## src/rtl/can_mode_pkg.sv

```systemverilog
package can_mode_pkg;

  localparam int CMD_W   = 8;
  localparam int STAT_W  = 8;
  localparam int WORD_W  = CMD_W + STAT_W;
  localparam int LANES   = WORD_W / 8;

  // command byte bit positions
  localparam int B_RSTREQ = 0;
  localparam int B_DRIVE  = 2;
  localparam int B_SLEEP  = 3;
  localparam int B_LISTEN = 5;
  localparam int B_STEST  = 6;
  localparam int B_RXINV  = 7;

  typedef struct packed {
    logic rx_inv;
    logic stest;
    logic listen;
    logic rsv4;
    logic sleep;
    logic drive_od;
    logic rsv1;
    logic rst_req;
  } cmd_t;

  typedef struct packed {
    logic bus;
    logic err_pas;
    logic err_warn;
    logic tx;
    logic rx;
    logic sleep_ok;
    logic [1:0] zero;
  } stat_t;

  localparam cmd_t CMD_RESET = '{rst_req: 1'b1, default: 1'b0};

endpackage

```

## src/rtl/can_cmd_reg.sv

```systemverilog
module can_cmd_reg
  import can_mode_pkg::*;
#(
  parameter int NUM_EV = 3
) (
  input  logic              clk,
  input  logic              rst,
  input  logic              wr_cmd,
  input  logic [CMD_W-1:0]  wbyte,
  input  logic [NUM_EV-1:0] hw_evt,
  output cmd_t              cmd_q
);

  logic in_reset;
  logic any_evt;
  cmd_t cmd_d;

  assign in_reset = cmd_q.rst_req;
  assign any_evt  = |hw_evt;

  always_comb begin
    cmd_d = cmd_q;
    if (wr_cmd) begin
      cmd_d.stest    = wbyte[B_STEST];
      cmd_d.listen   = wbyte[B_LISTEN];
      cmd_d.sleep    = wbyte[B_SLEEP];
      cmd_d.drive_od = wbyte[B_DRIVE];
      cmd_d.rst_req  = wbyte[B_RSTREQ];
      if (in_reset) begin
        cmd_d.rx_inv = wbyte[B_RXINV];
      end
    end
    // hardware events win over a clearing write
    if (any_evt) begin
      cmd_d.rst_req = 1'b1;
    end
    cmd_d.rsv4 = 1'b0;
    cmd_d.rsv1 = 1'b0;
  end

  always_ff @(posedge clk) begin
    if (rst) begin
      cmd_q <= CMD_RESET;
    end else begin
      cmd_q <= cmd_d;
    end
  end

endmodule

```

## src/rtl/can_stat_reg.sv

```systemverilog
module can_stat_reg
  import can_mode_pkg::*;
(
  input  logic  clk,
  input  logic  rst,
  input  logic  st_bus,
  input  logic  st_err_passive,
  input  logic  st_err_warn,
  input  logic  st_tx,
  input  logic  st_rx,
  input  logic  bus_idle,
  input  logic  irq_pending,
  output stat_t stat_q
);

  stat_t stat_d;

  always_comb begin
    stat_d.bus      = st_bus;
    stat_d.err_pas  = st_err_passive;
    stat_d.err_warn = st_err_warn;
    stat_d.tx       = st_tx;
    stat_d.rx       = st_rx;
    stat_d.sleep_ok = bus_idle & ~irq_pending;
    stat_d.zero     = '0;
  end

  always_ff @(posedge clk) begin
    if (rst) begin
      stat_q <= '0;
    end else begin
      stat_q <= stat_d;
    end
  end

endmodule

```

## src/rtl/can_reg_port.sv

```systemverilog
module can_reg_port
  import can_mode_pkg::*;
#(
  parameter int          ADDR_W   = 2,
  parameter logic [ADDR_W-1:0] REG_ADDR = '0
) (
  input  logic              clk,
  input  logic              rst,
  input  logic [ADDR_W-1:0] addr,
  input  logic              wr_en,
  input  logic [LANES-1:0]  be,
  input  logic [WORD_W-1:0] wdata,
  input  cmd_t              cmd_q,
  input  stat_t             stat_q,
  output logic              wr_cmd,
  output logic [CMD_W-1:0]  wbyte,
  output logic [WORD_W-1:0] rdata
);

  logic              hit;
  logic [WORD_W-1:0] word;
  logic [WORD_W-1:0] rd_d;

  assign hit    = (addr == REG_ADDR);
  assign word   = {stat_q, cmd_q};
  // only lane 0 holds writable state; the status lane is read-only
  assign wr_cmd = wr_en & hit & be[0];
  assign wbyte  = wdata[CMD_W-1:0];

  for (genvar g = 0; g < LANES; g++) begin : g_lane
    assign rd_d[g*8 +: 8] = hit ? word[g*8 +: 8] : 8'h00;
  end

  always_ff @(posedge clk) begin
    if (rst) begin
      rdata <= '0;
    end else begin
      rdata <= rd_d;
    end
  end

endmodule

```

## src/rtl/can_mode_ctl.sv

```systemverilog
module can_mode_ctl
  import can_mode_pkg::*;
#(
  parameter int                ADDR_W   = 2,
  parameter logic [ADDR_W-1:0] REG_ADDR = '0,
  parameter int                NUM_EV   = 3
) (
  input  logic              clk,
  input  logic              rst,
  input  logic [ADDR_W-1:0] addr,
  input  logic              wr_en,
  input  logic [1:0]        be,
  input  logic [15:0]       wdata,
  output logic [15:0]       rdata,
  input  logic [NUM_EV-1:0] hw_evt,
  input  logic              st_bus,
  input  logic              st_err_passive,
  input  logic              st_err_warn,
  input  logic              st_tx,
  input  logic              st_rx,
  input  logic              bus_idle,
  input  logic              irq_pending,
  output logic              op_mode,
  output logic              rx_invert,
  output logic              self_test,
  output logic              listen_only,
  output logic              sleep_en,
  output logic              tx_open_drain
);

  cmd_t             cmd_q;
  stat_t            stat_q;
  logic             wr_cmd;
  logic [CMD_W-1:0] wbyte;

  can_reg_port #(
    .ADDR_W   (ADDR_W),
    .REG_ADDR (REG_ADDR)
  ) u_port (
    .clk    (clk),
    .rst    (rst),
    .addr   (addr),
    .wr_en  (wr_en),
    .be     (be),
    .wdata  (wdata),
    .cmd_q  (cmd_q),
    .stat_q (stat_q),
    .wr_cmd (wr_cmd),
    .wbyte  (wbyte),
    .rdata  (rdata)
  );

  can_cmd_reg #(
    .NUM_EV (NUM_EV)
  ) u_cmd (
    .clk    (clk),
    .rst    (rst),
    .wr_cmd (wr_cmd),
    .wbyte  (wbyte),
    .hw_evt (hw_evt),
    .cmd_q  (cmd_q)
  );

  can_stat_reg u_stat (
    .clk            (clk),
    .rst            (rst),
    .st_bus         (st_bus),
    .st_err_passive (st_err_passive),
    .st_err_warn    (st_err_warn),
    .st_tx          (st_tx),
    .st_rx          (st_rx),
    .bus_idle       (bus_idle),
    .irq_pending    (irq_pending),
    .stat_q         (stat_q)
  );

  // all outputs come straight from command flops
  assign op_mode       = ~cmd_q.rst_req;
  assign rx_invert     = cmd_q.rx_inv;
  assign self_test     = cmd_q.stest;
  assign listen_only   = cmd_q.listen;
  assign sleep_en      = cmd_q.sleep;
  assign tx_open_drain = cmd_q.drive_od;

endmodule

```

## config.mk

```make
export PLATFORM = sky130hd
export DESIGN_NAME = can_mode_ctl
export DESIGN_NICKNAME = d
export VERILOG_FILES = /design/src/rtl/can_mode_pkg.sv /design/src/rtl/can_cmd_reg.sv /design/src/rtl/can_stat_reg.sv /design/src/rtl/can_reg_port.sv /design/src/rtl/can_mode_ctl.sv
export SDC_FILE = /design/constraint.sdc
export NUM_CORES = 1
export LEC_CHECK = 0
export ABC_CLOCK_PERIOD_IN_PS = 1300
export BUFFER_PORTS_ARGS = -buffer_cell sky130_fd_sc_hd__clkbuf_2
export CAP_MARGIN = 10
export CORE_MARGIN = 5
export CORE_UTILIZATION = 38
export DETAILED_ROUTE_END_ITERATION = 12
export PLACE_DENSITY = 0.76
export SETUP_SLACK_MARGIN = 0.05
export SLEW_MARGIN = 15
export SYNTH_ARGS = -nofsm -noshare
export SYNTH_HDL_FRONTEND = slang
export SYNTH_SLANG_ARGS = --single-unit
```

## constraint.sdc

```tcl
create_clock -name clk -period 1.3 [get_ports clk]
set_input_delay 0.26 -clock clk [delete_from_list [all_inputs] [get_ports clk]]
set_output_delay 0.26 -clock clk [all_outputs]
set_load 0.1 [all_outputs]
```

Word level (Yosys, flattened, before mapping). Cells that the tools add are included.

Add/subtract/negate cells: 0. $mul: 0. Divide/modulo/power cells: 0. Magnitude comparators: 0. Equality and inequality tests: 0. Shifts and indexed selects: 0. Mux-type cells: 0. Bitwise operators: 6. Reductions and logical operators: 4.

Operators with widths (number): OR reduction 4 bit (1); AND 1 bit (3); NOT 1 bit (3); logical NOT 2 bit (1); AND reduction 2 bit (1); OR reduction 2 bit (1).

Register bits: 28. Latch bits: 0. Memory bits (writable): 0. Memory bits (read-only): 0. Input port bits: 33. Output and inout bits: 22. Word-level logic and storage cells: 23. Memories: 0.

Longest topological paths before layout.
Depth after elaboration: 4. Mapped depth: 4.

Modules after synthesis. A second synthesis with hierarchy kept.

Cell total of the unflattened synthesis: 88. Area total of the unflattened synthesis: 1113.6 um^2.

By module, submodules not included: can_reg_port (instances 1, cells each 47, area an instance 670.6 um^2, sequential area each 320.3 um^2); can_cmd_reg (instances 1, cells each 25, area an instance 256.5 um^2, sequential area each 120.1 um^2); can_stat_reg (instances 1, cells each 15, area an instance 182.7 um^2, sequential area each 120.1 um^2); can_mode_ctl (instances 1, cells each 1, area an instance 3.8 um^2, sequential area each 0.0 um^2).

Worst setup path after synthesis. OpenSTA, ideal clock, no wires.

Path type: reg-to-reg. From: reg u_cmd.cmd_q[7] (netlist name). To: reg u_cmd.cmd_q[7] (netlist name). Library setup time: 0.058 ns. Arrival: 1.293 ns. Required time: 1.242 ns. Slack: -0.051 ns. Stages on the path, launching flop included: 3. Path buffers: 0. Period minus slack after synthesis: 1.351 ns. Cell sequence: dfxtp_1 a21boi_0 o21ba_1.

Worst setup path after layout.
From: reg u_cmd.in_reset (netlist name). To: out op_mode.

Longest elaborated chain between the ends: 1.

Ends and longest elaborated chain: NOT 1 bit (line can_mode_ctl.sv:78) `assign op_mode = ~cmd_q.rst_req;`; end, declared (line can_mode_ctl.sv:23) `output logic op_mode,`.

Every way passes these cells.

==> impl_metrics.env <==
export IMPL_numCtsBuffers=3
export IMPL_cts_root_buffer="clkbuf_4"
export IMPL_grt_pass1_wl_mm=2.71
export IMPL_leakage_nw=0.580
export IMPL_timing_hold_violations_final=0
export IMPL_core_rowCount=16
export IMPL_area_growth_pct=69.1
export IMPL_max_stage_delay_ns=0.36
export IMPL_min_path_cells=2
export IMPL_n_fill_cell=152
export IMPL_synth_seq_cells=24
export IMPL_path_max_fanout=4
export IMPL_netlist_area_um2=764
export IMPL_grt_pass1_vias=637
export IMPL_drt_total_wl_mm=1.61
export IMPL_fin_crit_sh=0.907
export IMPL_diodes=0
export IMPL_overflow=0
export IMPL_skew_ns=0.00323
export IMPL_utilization=0.666
export IMPL_path_class="reg2out"
export IMPL_slew_violations=0
export IMPL_r2r_end="u_cmd.cmd_q[7]"
export IMPL_reg2reg_slack_ns=0.52
export IMPL_cp_data_arrival_time_ns=0.92
export IMPL_drive_gt1_frac=0.486
export IMPL_ios=55
export IMPL_ir_drop_mv=1.02
export IMPL_clk_pin_slew_worst_paths_ns=0.12
export IMPL_syn_inst=67
export IMPL_route_met3_wl_um=110
export IMPL_clk_latency_ns=0.30
export IMPL_min_delay_start="irq_pending"
export IMPL_dr_total_vias=594
export IMPL_top_layer="met4"
export IMPL_cap_violations=0
export IMPL_syn_area_per_cell_um2=11.4
export IMPL_io_buffers=39
export IMPL_core_mm2=0.00194
export IMPL_fin_ws_ns=0.120
export IMPL_cts_htree_levels=1
export IMPL_via_per_inst=4.37
export IMPL_synth_distinct_cells=19
export IMPL_path_cells="inv_2, buf_12"
export IMPL_hp_class="in2reg"
export IMPL_max_freq_mhz=848
export IMPL_power_density_mw_per_mm2=1040
export IMPL_dr_first_iter_drc_count=2
export IMPL_final_nets=143
export IMPL_fp_dieH_um=54.9
export IMPL_ant_nets=0
export IMPL_grt_use_total=0.129
export IMPL_dr_pass1_iters=2
export IMPL_dpl_hpwl_mm=1.38
export IMPL_initial_core_util=0.394
export IMPL_place_ws_ns=0.0462
export IMPL_cp_start_kind="flip-flop"
export IMPL_multiInputGateArea_um2=243
export IMPL_grt_max_degree=14
export IMPL_drt_met1_wl_um=544
export IMPL_slowest_stage="dfxtp_2"
export IMPL_fin_tns_setup_ns=0
export IMPL_cts_tree="done"
export IMPL_numClockSinks=24
export IMPL_finalWeightedCongestion=0.709
export IMPL_grt_setup_unrepaired="false"
export IMPL_drcViolationCount=0
export IMPL_route_met2_wl_um=933
export IMPL_r2r_start="u_cmd.in_reset"
export IMPL_detail_route_wl_per_cell_um=11.8
export IMPL_required_ns=1.04
export IMPL_yosys_warnings=0
export IMPL_finalCriticalPeriod_ns=1.18
export IMPL_clk_path_buf_depth=2
export IMPL_dieWidth_um=54.9
export IMPL_ff2ff_path_depth=2
export IMPL_endpoint_kind="output pin"
export IMPL_antenna_found_initial=0
export IMPL_die_area_mm2=0.00301
export IMPL_finalSetupViolCount=0
export IMPL_seq_area_frac_synth=0.628
export IMPL_postCtsSetupBuffers=0
export IMPL_status="finished, final reports clean"
export IMPL_hold_end="u_stat.stat_q[2]"
export IMPL_regArea_um2=488
==> state kept, by name, summed over array words and instances (netlist names) <==
name,cells
u_cmd.in_reset,1
u_port.rdata,12
u_cmd.cmd_q,5
u_stat.stat_q,6
==> kinds of logic after synthesis <==
kind of cell           after synthesis  synth area share
buffers and inverters                8            0.0687
and+or+nand+nor                     27             0.213
AOI/OAI and AO/OA                    3            0.0327
DFF                                 24             0.628
other                                1           0.00491
muxes                                4            0.0524
==> critical path, delay by kind of cell (launching register included) <==
family,cells,cell delay (ns)
flip-flops,1,0.36
buffers and inverters,2,0.25
==> synth_stat cells (all sizes together) <==
| cell type | n | area, µm² |
|---|---|---|
| dfxtp | 24 | 480 |
| mux2i | 4 | 40.0 |
| and4bb | 1 | 12.5 |
| o21ba | 1 | 10.0 |
| nor2 | 4 | 15.0 |
| conb | 1 | 3.75 |
| nor3 | 1 | 5.00 |
| nand2 | 1 | 3.75 |
| and2 | 12 | 75.1 |
| nor4 | 1 | 6.26 |
| nor2b | 5 | 31.3 |
| inv | 1 | 3.75 |
| nor3b | 1 | 7.51 |
| o211ai | 1 | 7.51 |
| clkbuf | 2 | 7.51 |
| buf | 5 | 41.3 |
| a21boi | 1 | 7.51 |
| and3 | 1 | 6.26 |
==> through the flow <==
step           power, mW  area [µm²]  instances  hold WS [ns]
3_3_place_gp       0.984        1250        132         0.409
5_1_grt             1.41        1290        136        0.0697
2_1_floorplan      0.920         782         70         0.332
4_1_cts             1.36        1290        136        0.0871
6_report            1.34        1290        136        0.0998
3_5_place_dp       0.990        1250        132         0.413
==> report_power, final <==
group          leakage, nW  internal [mW]  switching, mW
sequential           0.197          0.753        0.00961
combinational        0.361         0.0704          0.138
clock               0.0210          0.171          0.198
==> timing repair <==
item | in CTS | in global routing
hold buffers | 0 | 0
gates resized for setup | 1 | 1
setup endpoints to repair | 1 | 1
endpoints found under the hold margin | 0 | 0
==> placed cells by master (no fill, tap or decap) <==
cell	count
nor3_1	1
dfxtp_2	6
and4bb_1	1
inv_2	1
a21boi_0	1
clkbuf_4	3
and3_1	1
and2_1	12
o21ba_1	1
nor2_1	4
dfxtp_1	18
clkbuf_2	21
buf_12	18
nor2b_1	5
mux2i_1	4
buf_4	3
nor3b_1	1
clkbuf_8	1
nand2_1	1
conb_1	4
o211ai_1	1
nor4_1	1
==> per-layer routing <==
layer,GRT usage,vias to the layer above
li1,-,288
met1,0.116,281
met2,0.256,23
met3,0.0409,2
met4,0.0498,0
met5,0,-
==> worst max-delay path by stage <==
stage,from,to,slack (ns)
3_5_place_dp,addr[0],u_cmd.cmd_q[6],0.05
5_1_grt,u_cmd.in_reset,op_mode,0.07
6_report,u_cmd.in_reset,op_mode,0.12
3_3_place_gp,addr[0],u_cmd.cmd_q[2],0.07
2_1_floorplan,u_cmd.in_reset,u_cmd.in_reset,0.06
4_1_cts,u_cmd.in_reset,op_mode,0.08
==> area by class of cell <==
cell class,count,area share
Sequential cell,24,0.378
Timing Repair Buffer,42,0.378
Multi-Input combinational cell,38,0.188
Clock buffer,4,0.0281
Tap cell,27,0.0261
Inverter,1,0.00290
(Power assumes the default switching activity.)
